File: src/rtl/integ_pkg.sv
`timescale 1ns/1ps
package integ_pkg;

    typedef enum logic [2:0] {
        ST_IDLE  = 3'd0,
        ST_INT   = 3'd1,
        ST_XWAIT = 3'd2,
        ST_XA1   = 3'd3,
        ST_XA2   = 3'd4
    } seq_state_t;

    typedef struct packed {
        logic       ext;
        logic [1:0] width;
        logic [1:0] range;
    } tcfg_t;

endpackage

File: src/rtl/integ_rate_gen.sv
`timescale 1ns/1ps
module integ_rate_gen (
    input  logic clk,
    input  logic rst_n,
    input  logic clr,
    input  logic hold,
    input  logic fast,
    output logic tick
);

    logic div_q;

    always_ff @(posedge clk or negedge rst_n) begin
        if (!rst_n)
            div_q <= 1'b0;
        else if (clr)
            div_q <= 1'b0;
        else if (!hold)
            div_q <= ~div_q;
    end

    assign tick = !hold && (fast || div_q);


    half_rate_chk: assert property (@(posedge clk) disable iff (!rst_n)
        (!fast && tick) |=> (!tick || fast));

endmodule

File: src/rtl/integ_cycle_ctr.sv
`timescale 1ns/1ps
module integ_cycle_ctr #(
    parameter int W = 16
) (
    input  logic         clk,
    input  logic         rst_n,
    input  logic         clr,
    input  logic         inc,
    output logic [W-1:0] count
);

    localparam logic [W-1:0] TOP = '1;

    logic [W-1:0] cnt_q;

    always_ff @(posedge clk or negedge rst_n) begin
        if (!rst_n)
            cnt_q <= '0;
        else if (clr)
            cnt_q <= '0;
        else if (inc && cnt_q != TOP)
            cnt_q <= cnt_q + W'(1);
    end

    assign count = cnt_q;


    sat_hold_chk: assert property (@(posedge clk) disable iff (!rst_n)
        (cnt_q == TOP) |=> (cnt_q == TOP || cnt_q == '0));

endmodule

File: src/rtl/integ_seq_fsm.sv
`timescale 1ns/1ps
module integ_seq_fsm
    import integ_pkg::*;
(
    input  logic clk,
    input  logic rst_n,
    input  logic go_reset,
    input  logic hold,
    input  logic ext_mode,
    input  logic cfg_chg,
    input  logic sync,
    input  logic tick,
    input  logic at_term,
    input  logic near_max,
    output logic ctr_clr,
    output logic ctr_inc,
    output logic div_clr,
    output logic pub_int,
    output logic pub_ext,
    output logic ovf_set,
    output logic ovf_clr,
    output logic array_sel,
    output logic integrating
);

    seq_state_t state_q, state_d;
    logic abort, live, ext_run;

    assign abort   = (state_q != ST_IDLE) && cfg_chg;
    assign live    = !go_reset && !hold && !abort;
    assign ext_run = (state_q == ST_XA1) || (state_q == ST_XA2);

    always_comb begin
        state_d = state_q;
        if (go_reset)
            state_d = ST_IDLE;
        else if (hold)
            state_d = state_q;
        else if (abort)
            state_d = ST_IDLE;
        else begin
            unique case (state_q)
                ST_IDLE:  state_d = ext_mode ? ST_XWAIT : ST_INT;
                ST_INT:   state_d = ST_INT;
                ST_XWAIT: state_d = sync ? ST_XA1 : ST_XWAIT;
                ST_XA1:   state_d = sync ? ST_XA2 : ST_XA1;
                ST_XA2:   state_d = sync ? ST_XA1 : ST_XA2;
                default:  state_d = ST_IDLE;
            endcase
        end
    end

    always_ff @(posedge clk or negedge rst_n) begin
        if (!rst_n)
            state_q <= ST_IDLE;
        else
            state_q <= state_d;
    end

    always_comb begin
        ctr_clr     = go_reset || abort;
        ctr_inc     = 1'b0;
        div_clr     = go_reset || abort;
        pub_int     = 1'b0;
        pub_ext     = 1'b0;
        ovf_set     = 1'b0;
        ovf_clr     = sync && !hold;
        array_sel   = 1'b0;
        integrating = 1'b0;
        unique case (state_q)
            ST_IDLE: begin
                ctr_clr = 1'b1;
                div_clr = 1'b1;
            end
            ST_INT: begin
                integrating = !hold;
                if (live && tick) begin
                    pub_int = at_term;
                    ctr_clr = at_term;
                    ctr_inc = !at_term;
                end
            end
            ST_XWAIT: begin
                if (live && sync) begin
                    ctr_clr = 1'b1;
                    div_clr = 1'b1;
                end
            end
            ST_XA1: begin
                integrating = !hold;
                ctr_inc     = live && tick;
                ovf_set     = live && tick && near_max;
            end
            ST_XA2: begin
                integrating = !hold;
                array_sel   = 1'b1;
                if (live && sync) begin
                    pub_ext = 1'b1;
                    ctr_clr = 1'b1;
                    div_clr = 1'b1;
                end else begin
                    ctr_inc = live && tick;
                    ovf_set = live && tick && near_max;
                end
            end
            default: begin
                ctr_clr = 1'b1;
                div_clr = 1'b1;
            end
        endcase
    end


    a2_entry_chk: assert property (@(posedge clk) disable iff (!rst_n)
        $rose(array_sel) |-> $past(sync));


    idle_on_off_chk: assert property (@(posedge clk) disable iff (!rst_n)
        go_reset |=> !integrating);


    ext_only_pub_chk: assert property (@(posedge clk) disable iff (!rst_n)
        pub_ext |=> (ext_run || state_q == ST_IDLE));

endmodule

File: src/rtl/integ_timer_ctrl.sv
`timescale 1ns/1ps
module integ_timer_ctrl
    import integ_pkg::*;
#(
    parameter int CNT_W  = 16,
    parameter int DATA_W = 16,
    parameter int WSTEP  = 4
) (
    input  logic              clk,
    input  logic              rst_n,
    input  logic              run_en,
    input  logic              pwr_dn,
    input  logic              ext_mode,
    input  logic [1:0]        src_sel,
    input  logic [1:0]        width_sel,
    input  logic [1:0]        range_sel,
    input  logic              sync_pulse,
    input  logic [DATA_W-1:0] conv_count,
    output logic              array_sel,
    output logic              integrating,
    output logic [DATA_W-1:0] result,
    output logic [CNT_W-1:0]  timer_val,
    output logic              timer_ovf
);

    localparam logic [CNT_W-1:0] CNT_TOP = '1;
    localparam logic [CNT_W-1:0] CNT_PRE = CNT_TOP - CNT_W'(1);

    function automatic logic [CNT_W-1:0] last_count(input logic [1:0] code);
        int unsigned sh;
        sh = CNT_W - WSTEP * int'(code);
        return CNT_W'((64'd1 << sh) - 64'd1);
    endfunction

    tcfg_t cfg_now, cfg_q;
    logic go_reset, hold, cfg_chg, tick;
    logic ctr_clr, ctr_inc, div_clr, pub_int, pub_ext, ovf_set, ovf_clr;
    logic [CNT_W-1:0] count;
    logic [DATA_W-1:0] result_q;
    logic [CNT_W-1:0] timer_q;
    logic ovf_q;

    assign cfg_now  = '{ext: ext_mode, width: width_sel, range: range_sel};
    assign go_reset = !run_en || !src_sel[1];
    assign hold     = pwr_dn || (src_sel == 2'b11);
    assign cfg_chg  = (cfg_now != cfg_q);

    always_ff @(posedge clk or negedge rst_n) begin
        if (!rst_n)
            cfg_q <= '0;
        else if (!hold)
            cfg_q <= cfg_now;
    end

    integ_rate_gen u_rate (
        .clk   (clk),
        .rst_n (rst_n),
        .clr   (div_clr),
        .hold  (hold),
        .fast  (range_sel[1]),
        .tick  (tick)
    );

    integ_cycle_ctr #(.W(CNT_W)) u_ctr (
        .clk   (clk),
        .rst_n (rst_n),
        .clr   (ctr_clr),
        .inc   (ctr_inc),
        .count (count)
    );

    integ_seq_fsm u_fsm (
        .clk         (clk),
        .rst_n       (rst_n),
        .go_reset    (go_reset),
        .hold        (hold),
        .ext_mode    (ext_mode),
        .cfg_chg     (cfg_chg),
        .sync        (sync_pulse),
        .tick        (tick),
        .at_term     (count == last_count(width_sel)),
        .near_max    (count == CNT_PRE),
        .ctr_clr     (ctr_clr),
        .ctr_inc     (ctr_inc),
        .div_clr     (div_clr),
        .pub_int     (pub_int),
        .pub_ext     (pub_ext),
        .ovf_set     (ovf_set),
        .ovf_clr     (ovf_clr),
        .array_sel   (array_sel),
        .integrating (integrating)
    );

    always_ff @(posedge clk or negedge rst_n) begin
        if (!rst_n) begin
            result_q <= '0;
            timer_q  <= '0;
            ovf_q    <= 1'b0;
        end else begin
            if (pub_int || pub_ext)
                result_q <= conv_count;
            if (pub_ext)
                timer_q <= count;
            if (ovf_clr)
                ovf_q <= 1'b0;
            else if (ovf_set)
                ovf_q <= 1'b1;
        end
    end

    assign result    = result_q;
    assign timer_val = timer_q;
    assign timer_ovf = ovf_q;


    freeze_keep_chk: assert property (@(posedge clk) disable iff (!rst_n)
        (hold && !go_reset) |=> ($stable(result_q) && $stable(timer_q)));


    ovf_clear_chk: assert property (@(posedge clk) disable iff (!rst_n)
        $fell(ovf_q) |-> $past(sync_pulse));

endmodule

File: config.mk
export PLATFORM = sky130hd
export DESIGN_NAME = integ_timer_ctrl
export DESIGN_NICKNAME = d
export VERILOG_FILES = /design/src/rtl/integ_pkg.sv /design/src/rtl/integ_rate_gen.sv /design/src/rtl/integ_cycle_ctr.sv /design/src/rtl/integ_seq_fsm.sv /design/src/rtl/integ_timer_ctrl.sv
export SDC_FILE = /design/constraint.sdc
export NUM_CORES = 1
export LEC_CHECK = 0
export ABC_AREA = 1
export BUFFER_PORTS_ARGS = -buffer_cell sky130_fd_sc_hd__buf_2
export CAP_MARGIN = 10
export CORE_MARGIN = 1
export CORE_UTILIZATION = 45
export CTS_CLUSTER_SIZE = 28
export DETAILED_ROUTE_END_ITERATION = 8
export GPL_ROUTABILITY_DRIVEN = 1
export HOLD_SLACK_MARGIN = 0.05
export PLACE_DENSITY_LB_ADDON = 0.25
export SETUP_SLACK_MARGIN = 0.05
export SKIP_CTS_REPAIR_TIMING = 1
export SYNTH_ARGS = -nofsm -noshare
export SYNTH_HDL_FRONTEND = slang
export SYNTH_SLANG_ARGS = --single-unit
File: constraint.sdc
create_clock -name clk -period 2 [get_ports clk]
set_input_delay 0 -clock clk [delete_from_list [all_inputs] [get_ports clk]]
set_output_delay 0 -clock clk [all_outputs]
set_load 0.03 [all_outputs]
# After elaboration in Yosys (flattened, before gate mapping)
# Index checks and enable logic that the tools add are counted.
[totals]
ff_bits = 58
in_bits = 28
wordCells = 81
[classes]
add_sub_neg = 3
eq_ne = 11
shifts = 1
muxes = 29
bitwise = 1
n_reduce_logical = 27
[ops]
columns = ["op", "n"]
rows = [
  ["$mux 16", 2],
  ["$shl 1x32->16 const A", 1],
  ["$add 16x1->16 const B", 1],
  ["$eq 16x16->1", 1],
  ["$eq 16x16->1 const B", 1],
  ["$mux 1", 16],
  ["$ne 16x16->1 const B", 1],
  ["$sub 16x1->16 const B", 1],
  ["$mux 3", 5],
  ["$pmux 3 s5", 1],
  ["$logic_and 1x1->1", 9],
  ["$eq 3x2->1 const B", 2],
  ["$logic_not 1->1", 6],
  ["$pmux 1 s3", 2],
  ["$sub 5x4->6 const A", 1],
  ["$logic_or 1x1->1", 5],
  ["$ne 5x5->1", 1],
  ["$pmux 1 s2", 2],
  ["$reduce_bool 2->1", 2],
  ["$reduce_or 2->1", 2],
  ["$eq 3x1->1 const B", 1],
  ["$eq 3x3->1 const B", 1],
  ["$logic_not 3->1", 1],
  ["$reduce_bool 3->1", 1],
  ["6 further kinds", 6],
]

# Longest topological paths before layout
# Gate-level depths: netlist of the first run.
[depth]
depth_word = 11
mapped_depth = 15

# Hierarchy
# From an unflattened synthesis of the first run, not the netlist that was laid out.
[unflattened]
hier_cells = 363
hier_area_um2 = 3184.3
[modules_own_cells]
columns = ["module", "n_inst", "cells_per_inst", "area_each_um2"]
rows = [
  ["integ_timer_ctrl", 1, 143, 1704.1],
  ["integ_cycle_ctr", 1, 144, 1037.2],
  ["integ_seq_fsm", 1, 67, 385.4],
  ["integ_rate_gen", 1, 9, 57.6],
]

# Worst setup path before layout of the first run
# Ideal clock, no wire load.
[synth_timing]
path_kind = "reg2reg"
from = "register u_fsm.state_q[0]"
to = "register u_ctr.cnt_q[6], in the netlist u_ctr.count[6]"
setup_time_ns = 0.065
arrival_time_ns = 1.629
setup_slack_ns = 0.306
path_stages_with_launch = 11
path_buffers = 1
path_cell_list = "dfrtp_1 nor2_1 nand2_1 inv_1 nor2_1 nand2_1 nand3_4 nor2_8 buf_8 nand4_2 nand2_1"
[synth_via]
elab_chain_len = 9
[synth_lines]
columns = ["element", "line_no", "text"]
rows = [
  ["start: declaration", "integ_seq_fsm.sv:26", "seq_state_t state_q, state_d;"],
  ["start signal: assignment", "integ_seq_fsm.sv:57", "state_q <= state_d;"],
  ["$reduce_bool 3->1", "integ_seq_fsm.sv:29", "assign abort = (state_q != ST_IDLE) && cfg_chg;"],
  ["$logic_and 1x1->1", "integ_seq_fsm.sv:29", ""],
  ["$logic_not 1->1", "integ_seq_fsm.sv:30", "assign live = !go_reset && !hold && !abort;"],
  ["$logic_and 1x1->1", "integ_seq_fsm.sv:30", ""],
  ["$logic_and 1x1->1, on equally long branches", "-", ""],
  ["$mux 1, on equally long branches", "integ_seq_fsm.sv:97, integ_seq_fsm.sv:77", ""],
  ["$pmux 1 s3", "integ_seq_fsm.sv:70", "unique case (state_q)"],
  ["$logic_and 1x1->1", "integ_cycle_ctr.sv:21", "else if (inc && cnt_q != TOP)"],
  ["$reduce_bool 2->1 (no source line)", "-", ""],
  ["end signal: assignment", "integ_cycle_ctr.sv:22", "cnt_q <= cnt_q + W'(1);"],
  ["end: declaration", "integ_cycle_ctr.sv:14", "logic [W-1:0] cnt_q;"],
]
# Several ways; a longest one is shown, not always the timed one.
# A chain may end at the register's enable or synchronous reset.

# Worst setup path in the final report of the first run
[layout_timing]
from = "register u_ctr.cnt_q[9], in the netlist u_ctr.count[9]"
to = "register result_q[9], in the netlist result[9]"
[layout_via]
elab_chain_len = 4
[layout_lines]
columns = ["element", "line_no", "text"]
rows = [
  ["$eq 16x16->1", "integ_timer_ctrl.sv:81", ".at_term (count == last_count(width_sel)),"],
  ["$mux 1", "integ_seq_fsm.sv:77", "if (live && tick) begin"],
  ["$mux 1", "integ_seq_fsm.sv:70", ""],
  ["$logic_or 1x1->1", "integ_timer_ctrl.sv:100", "if (pub_int || pub_ext)"],
  ["end signal: assignment", "integ_timer_ctrl.sv:101", "result_q <= conv_count;"],
  ["end: declaration", "integ_timer_ctrl.sv:39", "logic [DATA_W-1:0] result_q;"],
]
# Every way passes these cells.

==> metrics.md, run 1 <==
| Metric | Value |
|---|---|
| Clock Latency Late Sink | `~0.34 ns` |
| 1st-pass router iterations | `4` |
| Share of the synthesized area in the top cell type | `0.4642` |
| Max Clock Skew | `between 0.01 and 0.015 ns` |
| Crit end category | `flop` |
| GRT Overall Usage | `0.2041` |
| I/O pin count | `63` |
| Part of the cycle the worst path needs | `0.8941` |
| Sequential-to-total area share from yosys stat | `0.4642` |
| WP data arrival | `2.05 ns` |
| PwrDens | `685.4 mW/mm²` |
| Initial antenna violation count | `0` |
| #FFs+latches synth | `58` |
| Syn_nets | `around 420` |
| Relative slew slack | `0.5148` |
| Slew @ Worst Pin | `0.7278 ns` |
| Sw Pwr | `730.0 µW` |
| Num Clock Sinks | `between 50 and 60` |
| Number of synthesized flops with an enable pin | `0` |
| CP required | `2.26 ns` |
| Library cells used by synthesis | `35` |
| Non-filler cells, final | `568` |
| Total grt overflow | `0` |
| Synth warn | `0` |
| P_leak | `approximately 2.1 nW` |
| Largest net degree at the start of global routing | `59` |
| Root Buffer | `clkbuf_8` |
| Int Pwr | `2.037 mW` |
| Min cycle time layout | `~1.8 ns` |
| Synth async-reset ratio | `1.000` |
| Chip width | `roughly 85 µm` |
| # rows | `30` |
| Layout Area Growth over Synthesis | `29.13%` |
| Syn Inst Count | `386` |
| Hpwl dp | `~5000 µm` |
| Kind of critical path | `flop to flop` |
| Placed Area | `around 0.0035 mm²` |
| Vias per cell | `4.924` |
| CTS clk-pin slew, worst paths | `0.07 ns` |
| Number of buffers created by CTS | `9` |
| Design area | `0.004038 mm²` |
| Worst vdd ir | `0.2786 mV` |
| Top cells by area, synth | `dfrtp_1 (46%), nand2_1 (12%), inv_1 (7.1%)` |
| MaxCap Viol Count | `0` |
| I/O Buffers | `62` |
| RSZ-0062 raised after global routing | `no` |
| Core area | `slightly below 0.007 mm²` |
| DRC violation count after routing | `0` |
| Hold Crit Class | `primary input to flop` |
| Final wirelength | `7494 µm` |
| Clock power frac | `0.444` |
| Max-slew violation count | `0` |
| Hold depth | `5` |
| Crit path max fanout | `32` |
| Synthesized area per cell | `8.100 µm²` |
| Vias in the first global route | `approximately 2.6k` |
| R2r setup slk | `0.21 ns` |
| H-tree depth | `3` |
| HP Start | `run_en` |
| Worst Setup SP | `u_ctr.count[9]` |
| CTS tree | `done` |
| Synth Flop Type | `dfrtp_1` |
| Routed len/inst | `13.19 µm` |
| Seq pwr share | `0.443` |
| Setup violators final | `0` |
| Fmax | `~560 MHz` |
| Die height | `85.36 µm` |
| Die Footprint | `0.007285 mm²` |
| Fin nets | `513` |
| Global-route wire length before repair | `11,530 µm` |
| Post-route setup TNS | `0 ns` |
| Share of cells above drive strength 1 | `0.2746` |
| Worst hold margin | `0.08978 ns` |
| Startpoint types | `flop` |
| Comb power frac | `0.113` |
| Starting density of the core | `0.4628` |
| CP endpoint | `result[9]` |
| Routability cong. | `~0.85` |
| Most frequent cells in the layout | `nand2_1 (100), buf_2 (62), inv_1 (59)` |
| Largest area contributor in the netlist | `dfrtp_1` |
| Post-synthesis cell area | `between 0.003 and 0.004 mm²` |
| Depth of the worst register-to-register path | `11` |
| Commonest non-fill, non-tap cell in the layout | `nand2_1` |
| DRT antenna net count | `0` |
| Worst reg2reg path endpoint | `result[9]` |
| Vias | `2,797` |
| Sw Share | `0.2638` |
| Worst R2R Start | `u_ctr.count[9]` |
| N_diodes | `0` |
| Outcome | `finished clean` |
| Starting DRC count in detailed routing | `172` |
| Clock buffer depth | `2` |
| Number of failing hold endpoints at the final stage | `0` |
| Placed cell count | `524` |
==> through the flow <==
stage                     setup slack [ns]    util  power (mW)
after floorplan                     0.3058       -       1.423
after CTS                          0.08775  0.5552       2.758
after global routing               0.03269  0.5976       2.884
after global placement              0.1955  0.5219       1.519
after detailed placement            0.1141  0.5219       1.525
final                               0.2119  0.5976       2.767
==> worst min-delay path by stage <==
stage	endpoint	slack [ns]
4_1_cts	u_fsm.state_q[0]	-0.18
5_1_grt	cfg_q[2]	0.12
6_report	u_fsm.state_q[0]	0.09
3_3_place_gp	u_fsm.state_q[2]	0.19
2_1_floorplan	cfg_q[0]	-0.30
3_5_place_dp	u_fsm.state_q[0]	0.19
==> cell usage after synthesis, types with 4 or more instances <==
cell	number
buf_2	4
xor2_1	5
dfrtp_1	58
nor3_1	4
nand3_2	13
nand4_1	12
o21ai_1	17
inv_1	59
nor2_1	18
o21ai_0	27
nand3_1	19
nor2_2	8
inv_2	5
nand2_1	100
==> power groups by stage <==
stage	registers [mW]	logic, mW	clock network, mW
floorplan	1.29	0.131	0
global placement	1.25	0.272	0
detailed placement	1.25	0.275	0
CTS	1.23	0.277	1.25
global route	1.23	0.346	1.31
finish	1.23	0.312	1.23
==> final cells by class <==
cell class	count	area, µm²
Fill cell	609	2719
Sequential cell	58	1453
Multi-Input combinational cell	252	1356
Timing Repair Buffer	98	663.1
Inverter	64	240.2
Clock buffer	9	123.9
Clock inverter	7	101.3
Tap cell	80	100.1
==> logic make-up (layout without fill, tap and decap cells) <==
| logic type | count (synthesis) | after routing | synth area share |
|---|---|---|---|
| simple gates | 185 | 185 | 0.3005 |
| buf+inv | 76 | 178 | 0.1036 |
| flops | 58 | 58 | 0.4642 |
| compound gates | 57 | 57 | 0.09964 |
| xor+xnor | 6 | 6 | 0.01681 |
| fa+ha+maj | 2 | 2 | 0.008002 |
| mux | 2 | 2 | 0.007202 |
==> sequential cells by signal, summed over array words and instances, names as in the netlist <==
name	count
result	16
u_rate.div_q	1
u_fsm.state_q	3
cfg_q	5
timer_ovf	1
u_ctr.count	16
timer_val	16
==> routing by layer <==
layer | vias to the layer above | routed length (µm) | global-route usage | share of wire
li1 | 1425 | - | - | -
met1 | 1292 | 3475 | 0.2609 | 0.46
met2 | 75 | 3573 | 0.3343 | 0.48
met3 | 5 | 392 | 0.05934 | 0.052
met4 | 0 | 53 | 0.06667 | 0.0071
met5 | - | 0 | 0 | 0
==> critical path, stage by stage, from the launching register on <==
cell     delay, ns
dfrtp_1       0.43
nand2_1       0.13
inv_2         0.08
nand3_2       0.10
o21ai_1       0.14
inv_1         0.06
nor2_2        0.13
nand2_1       0.07
o21ai_2       0.18
buf_12        0.20
nand2_1       0.08
o21ai_1       0.10
Note: power is estimated with default switching activity, not from simulation.
==> run 2, diff against run 1 <==
--- a/config.mk
+++ b/config.mk
@@ -6,12 +6,12 @@
 export NUM_CORES = 1
 export LEC_CHECK = 0
 export ABC_AREA = 1
-export BUFFER_PORTS_ARGS = -buffer_cell sky130_fd_sc_hd__buf_2
 export CAP_MARGIN = 10
 export CORE_MARGIN = 1
 export CORE_UTILIZATION = 45
 export CTS_CLUSTER_SIZE = 28
 export DETAILED_ROUTE_END_ITERATION = 8
+export DONT_BUFFER_PORTS = 1
 export GPL_ROUTABILITY_DRIVEN = 1
 export HOLD_SLACK_MARGIN = 0.05
 export PLACE_DENSITY_LB_ADDON = 0.25
==> metrics.md, run 2 (synthesis gave the netlist of run 1 again) <==
| Metric | Value |
|---|---|
| PwrDens | `701.9 mW/mm² (was 685.4 mW/mm²)` |
| Clock Latency Late Sink | `0.35 ns (was 0.34 ns)` |
| 1st-pass router iterations | `4 (unchanged)` |
| Startpoint types | `flop (unchanged)` |
| CTS clk-pin slew, worst paths | `0.07 ns (about the same)` |
| Initial antenna violation count | `0 (unchanged)` |
| Number of buffers created by CTS | `9 (unchanged)` |
| MaxCap Viol Count | `0 (unchanged)` |
| R2r setup slk | `0.11 ns (was 0.21 ns)` |
| Total Power | `2.758 mW (was 2.767 mW)` |
| Largest net degree at the start of global routing | `59 (unchanged)` |
| WP data arrival | `2.15 ns (was 2.05 ns)` |
| Core area | `0.006756 mm² (unchanged)` |
| Part of the cycle the worst path needs | `0.9425 (was 0.8941)` |
| Hold Crit Endpoint | `result[11] (was u_fsm.state_q[0])` |
| Depth of the worst register-to-register path | `9 (was 11)` |
| Share of cells above drive strength 1 | `0.2018 (was 0.2746)` |
| Die Footprint | `0.007285 mm² (unchanged)` |
| DRT antenna net count | `0 (unchanged)` |
| Worst reg2reg path endpoint | `result[12] (was result[9])` |
| Setup ws final | `0.1150 ns (was 0.2119 ns)` |
| Fmax | `530.5 MHz (was 559.3 MHz)` |
| Hold depth | `2 (was 5)` |
| Root Buffer | `clkbuf_8 (unchanged)` |
| Routability cong. | `0.8138 (was 0.8486)` |
| Num Clock Sinks | `58 (unchanged)` |
| Hold Crit Class | `primary input to flop (unchanged)` |
| Outcome | `finished with violations (was finished clean)` |
| N_diodes | `0 (unchanged)` |
| DRC violation count after routing | `0 (unchanged)` |
| Min cycle time layout | `1.885 ns (was 1.788 ns)` |
| Commonest non-fill, non-tap cell in the layout | `nand2_1 (unchanged)` |
| HP Start | `conv_count[11] (was run_en)` |
| Max Clock Skew | `0.01290 ns (was 0.01105 ns)` |
| I/O Buffers | `0 (was 62)` |
| P_leak | `1.887 nW (was 2.078 nW)` |
| Slew @ Worst Pin | `0.4728 ns (was 0.7278 ns)` |
| Final wirelength | `7607 µm (was 7494 µm)` |
| H-tree depth | `3 (unchanged)` |
| Chip width | `85.36 µm (unchanged)` |
| Worst R2R Start | `u_fsm.state_q[2] (was u_ctr.count[9])` |
| Routed len/inst | `14.74 µm (was 13.19 µm)` |
| GRT Overall Usage | `0.1957 (was 0.2041)` |
| # rows | `30 (unchanged)` |
| Starting DRC count in detailed routing | `148 (was 172)` |
| Vias in the first global route | `2,332 (was 2,566)` |
| Failing checks | `hold timing` |
| Total grt overflow | `0 (unchanged)` |
| # fillers | `569 (was 609)` |
| Crit end category | `flop (unchanged)` |
| RSZ-0062 raised after global routing | `yes (was no)` |
| Layout Area Growth over Synthesis | `25.65% (was 29.13%)` |
| Most frequent cells in the layout | `nand2_1 (100), inv_1 (58), dfrtp_1 (49) (was nand2_1 (100), buf_2 (62), inv_1 (59))` |
| Vias | `2,703 (was 2,797)` |
| Kind of critical path | `flop to flop (unchanged)` |
| Pre-CTS setup slack | `0.08264 ns (was 0.1141 ns)` |
| I/O pin count | `63 (unchanged)` |
| Starting density of the core | `0.4628 (unchanged)` |
| Clock buffer depth | `2 (unchanged)` |
| Vias per cell | `5.238 (was 4.924)` |
| CTS tree | `done (unchanged)` |
| Worst vdd ir | `0.3660 mV (was 0.2786 mV)` |
| Hpwl dp | `4822 µm (was 4977 µm)` |
| Worst hold margin | `-0.2147 ns (was 0.08978 ns)` |
| Number of failing hold endpoints at the final stage | `1 (was 0)` |
| CP required | `2.27 ns (was 2.26 ns)` |
| Global-route wire length before repair | `10,920 µm (was 11,530 µm)` |
| Max-slew violation count | `0 (unchanged)` |
| Crit path max fanout | `8 (was 32)` |
| Fin nets | `461 (was 513)` |
| Relative slew slack | `0.6766 (was 0.5148)` |
| Die height | `85.36 µm (unchanged)` |
| Setup violators final | `0 (unchanged)` |
-- run 2: cell types whose count changed in the layout (fill, tap and decap cells not counted), sizes merged --
cell / previous run / this run
buf: 75 / 18
dlygate4sd3: 23 / 26
clkbuf: 9 / 11
clkinv: 1 / 3
clkinvlp: 2 / 1
inv: 66 / 65
-- run 2: worst max-delay path by stage --
| stage | start | to | slack, ns | cells after the start |
|---|---|---|---|---|
| finish | u_fsm.state_q[2] | result[12] | 0.11 | 9 |
| CTS | u_ctr.count[1] | u_ctr.count[13] | 0.07 | 10 |
| global route | cfg_q[0] | u_ctr.count[14] | -0.04 | 14 |
| floorplan | u_fsm.state_q[0] | u_ctr.count[6] | 0.31 | 10 |
| global placement | u_ctr.count[1] | u_ctr.count[15] | 0.14 | 10 |
| detailed placement | u_ctr.count[1] | u_ctr.count[0] | 0.08 | 10 |
-- run 2: metrics by stage --
stage | hold slack (ns) | TNS, ns | util | instances | instance area, µm²
after floorplan | -0.2956 | 0 | - | 386 | 3127
after global placement | -0.2942 | 0 | 0.4770 | 463 | 3223
after detailed placement | -0.2940 | 0 | 0.4770 | 463 | 3223
after CTS | -0.6750 | 0 | 0.5106 | 479 | 3450
after global routing | -0.1763 | -0.08699 | 0.5815 | 516 | 3929
final | -0.2147 | 0 | 0.5815 | 516 | 3929
-- run 2: layer usage --
metal	vias to the layer above	global-route usage	routed length [µm]
li1	1339	-	-
met1	1266	0.2506	3434
met2	84	0.3109	3611
met3	14	0.05058	402
met4	0	0.09242	159
met5	-	0	0
-- run 2: critical path, cell delays in order, from the launching register on --
cell	delay, ns
dfrtp_1	0.41
nor2_1	0.25
inv_1	0.09
nor2_1	0.30
nand2_1	0.16
o21ai_4	0.19
buf_12	0.14
clkbuf_16	0.15
nand2_1	0.05
o21ai_1	0.08
-- run 2: layout make-up --
type	count	area [µm²]	share of cell area
inverters	64	240.2	0.06115
repair buffers	46	519.2	0.1322
clock buffers	9	123.9	0.03153
flip-flops and latches	58	1463	0.3723
multi-input cells	252	1380	0.3513
well taps	80	100.1	0.02548
clock inverters	7	102.6	0.02611
-- run 2: power by group --
part           internal [mW]  leakage [nW]  switching [mW]
clock                  0.711         0.110           0.522
sequential              1.21         0.707          0.0678
combinational          0.108          1.07           0.141
==> run 3, diff against run 2 <==
==> constraint.sdc (replaced) <==
create_clock -name clk -period 2.45 [get_ports clk]
set_input_delay 0 -clock clk [delete_from_list [all_inputs] [get_ports clk]]
set_output_delay 0 -clock clk [all_outputs]
set_load 0.03 [all_outputs]
==> metrics.md, run 3 (synthesis gave the netlist of run 1 again) <==
| Metric | Value |
|---|---|
| Max-slew violation count | `0 (unchanged)` |
| Levels on crit path | `9 (unchanged)` |
| DRC violation count after routing | `0 (unchanged)` |
| N_diodes | `0 (unchanged)` |
| Max Clock Skew | `0.009197 ns (was 0.01290 ns)` |
| # rows | `30 (unchanged)` |
| Non-filler cells, final | `508 (was 516)` |
| Top Family by Delay on Critical Path | `buffers and inverters (was simple AND/OR/NAND/NOR gates)` |
| Layout Area Growth over Synthesis | `20.41% (was 25.65%)` |
| Placed cell count | `458 (was 463)` |
| CP required | `2.67 ns (was 2.27 ns)` |
| Worst Setup SP | `u_fsm.state_q[0] (was u_fsm.state_q[2])` |
| Hpwl dp | `4671 µm (was 4822 µm)` |
| Clock buffer depth | `2 (unchanged)` |
| Crit path largest cell delay | `0.58 ns (was 0.41 ns)` |
| I/O pin count | `63 (unchanged)` |
| Vias in the first global route | `2,280 (was 2,332)` |
| Seq pwr share | `0.465 (was 0.462)` |
| Num Clock Sinks | `58 (unchanged)` |
| Int Pwr | `1.653 mW (was 2.027 mW)` |
| RSZ-0062 raised after global routing | `no (was yes)` |
| Initial antenna violation count | `0 (unchanged)` |
| Worst R2R Start | `u_fsm.state_q[0] (was u_fsm.state_q[2])` |
| Routability cong. | `0.8408 (was 0.8138)` |
| CP bufs+invs | `3 (unchanged)` |
| Startpoint types | `flop (unchanged)` |
| Clock power frac | `0.445 (was 0.447)` |
| PwrDens | `593.8 mW/mm² (was 701.9 mW/mm²)` |
| I/O Buffers | `0 (unchanged)` |
| Placed Area | `0.003173 mm² (was 0.003223 mm²)` |
| Slowest cell on crit path | `dlygate4sd3_1 (was dfrtp_1)` |
| Setup violators final | `0 (unchanged)` |
| Relative slew slack | `0.6218 (was 0.6766)` |
| Total grt overflow | `0 (unchanged)` |
| Root Buffer | `clkbuf_8 (unchanged)` |
| Total Power | `2.236 mW (was 2.758 mW)` |
| Design area | `0.003765 mm² (was 0.003929 mm²)` |
| Share of cells above drive strength 1 | `0.1425 (was 0.2018)` |
| Vias | `2,593 (was 2,703)` |
| Worst reg2reg path endpoint | `u_fsm.state_q[0] (was result[12])` |
| Crit end category | `flop (unchanged)` |
| Sw Pwr | `582.5 µW (was 730.8 µW)` |
| Kind of critical path | `flop to flop (unchanged)` |
| Fin nets | `453 (was 461)` |
| Fmax | `486.3 MHz (was 530.5 MHz)` |
| Setup ws final | `0.3935 ns (was 0.1150 ns)` |
| Core area | `0.006756 mm² (unchanged)` |
| Vias per cell | `5.104 (was 5.238)` |
| CTS tree | `done (unchanged)` |
| Die Footprint | `0.007285 mm² (unchanged)` |
| Global-route wire length before repair | `11,010 µm (was 10,920 µm)` |
| CP Cell Sequence | `inv_1 -> nor2_1 -> inv_1 -> nor2_1 -> nand2_1 -> o21ai_0 -> a2111oi_0 -> o22ai_1 -> dlygate4sd3_1 (was nor2_1 -> inv_1 -> nor2_1 -> nand2_1 -> o21ai_4 -> buf_12 -> clkbuf_16 -> nand2_1 -> o21ai_1)` |
| Min cycle time layout | `2.056 ns (was 1.885 ns)` |
| Starting DRC count in detailed routing | `106 (was 148)` |
| Chip width | `85.36 µm (unchanged)` |
| Slew @ Worst Pin | `0.5652 ns (was 0.4728 ns)` |
| 1st-pass router iterations | `4 (unchanged)` |
| MaxCap Viol Count | `0 (unchanged)` |
| DRT antenna net count | `0 (unchanged)` |
| Sw Share | `0.2605 (was 0.2650)` |
| Post-route setup TNS | `0 ns (unchanged)` |
| Outcome | `finished clean (was finished with violations)` |
| Comb power frac | `0.089 (was 0.091)` |
| Most frequent cells in the layout | `nand2_1 (100), inv_1 (59), dfrtp_1 (58) (was nand2_1 (100), inv_1 (58), dfrtp_1 (49))` |
| P_leak | `1.837 nW (was 1.887 nW)` |
| GRT Overall Usage | `0.1955 (was 0.1957)` |
| Pre-CTS setup slack | `0.2822 ns (was 0.08264 ns)` |
| Starting density of the core | `0.4628 (unchanged)` |
| Final wirelength | `7106 µm (was 7607 µm)` |
| Routed len/inst | `13.99 µm (was 14.74 µm)` |
| Fin util | `0.5572 (was 0.5815)` |
| Largest net degree at the start of global routing | `59 (unchanged)` |
| Worst vdd ir | `0.2190 mV (was 0.3660 mV)` |
| Depth of the worst register-to-register path | `9 (unchanged)` |
| R2r setup slk | `0.39 ns (was 0.11 ns)` |
| Worst hold margin | `0.03355 ns (was -0.2147 ns)` |
| Die height | `85.36 µm (unchanged)` |
| Commonest non-fill, non-tap cell in the layout | `nand2_1 (unchanged)` |
| H-tree depth | `3 (unchanged)` |
| Number of buffers created by CTS | `9 (unchanged)` |
| CTS clk-pin slew, worst paths | `0.07 ns (about the same)` |
| WP data arrival | `2.28 ns (was 2.15 ns)` |
| Number of failing hold endpoints at the final stage | `0 (was 1)` |
| Crit path max fanout | `4 (was 8)` |
| Clock Latency Late Sink | `0.34 ns (was 0.35 ns)` |
| Hold Crit Class | `primary input to flop (unchanged)` |
| CP endpoint | `u_fsm.state_q[0] (was result[12])` |
| Part of the cycle the worst path needs | `0.8394 (was 0.9425)` |
run 3: changes by cell type in the layout (fill, tap and decap cells not counted), moves of 2 or more:
cell,previous run,this run
buf_4,12,4
dfrtp_2,9,0
dlygate4sd3_1,26,33
clkbuf_16,2,0
buf_12,4,0
dfrtp_1,49,58
run 3: area by class of cell:
cell class / instances / area, µm²
flip-flops and latches: 58 / 1451
multi-input cells: 252 / 1359
well taps: 80 / 100.1
clock buffers: 9 / 123.9
inverters: 64 / 240.2
clock inverters: 7 / 102.6
repair buffers: 38 / 387.9
fillers: 605 / 2992
run 3: routing by layer:
| layer | global-route usage | vias up | wire [µm] |
|---|---|---|---|
| li1 | - | 1310 | - |
| met1 | 0.2559 | 1213 | 3270 |
| met2 | 0.3006 | 61 | 3419 |
| met3 | 0.05156 | 9 | 316 |
| met4 | 0.09697 | 0 | 99 |
| met5 | 0 | - | 0 |
run 3: worst min path at each step:
| stage | start | end | cells past startpoint |
|---|---|---|---|
| detailed placement | rst_n | u_fsm.state_q[2] | 0 |
| global route | pwr_dn | cfg_q[1] | 4 |
| finish | pwr_dn | cfg_q[1] | 4 |
| CTS | rst_n | result[13] | 0 |
| floorplan | rst_n | cfg_q[0] | 0 |
| global placement | rst_n | u_fsm.state_q[0] | 0 |
run 3: tightest hold or removal path, stage by stage:
cell     delay, ns
a21oi_1       0.02
buf_4         0.16
nand2_1       0.06
o21ai_0       0.08
run 3: power by group through the flow:
| stage | clock, mW | sequential (mW) | combinational (mW) |
|---|---|---|---|
| 5_1_grt | 1.06 | 1.04 | 0.222 |
| 3_5_place_dp | 0 | 1.06 | 0.124 |
| 6_report | 0.995 | 1.04 | 0.200 |
| 3_3_place_gp | 0 | 1.06 | 0.121 |
| 2_1_floorplan | 0 | 1.05 | 0.107 |
| 4_1_cts | 1.02 | 1.04 | 0.125 |
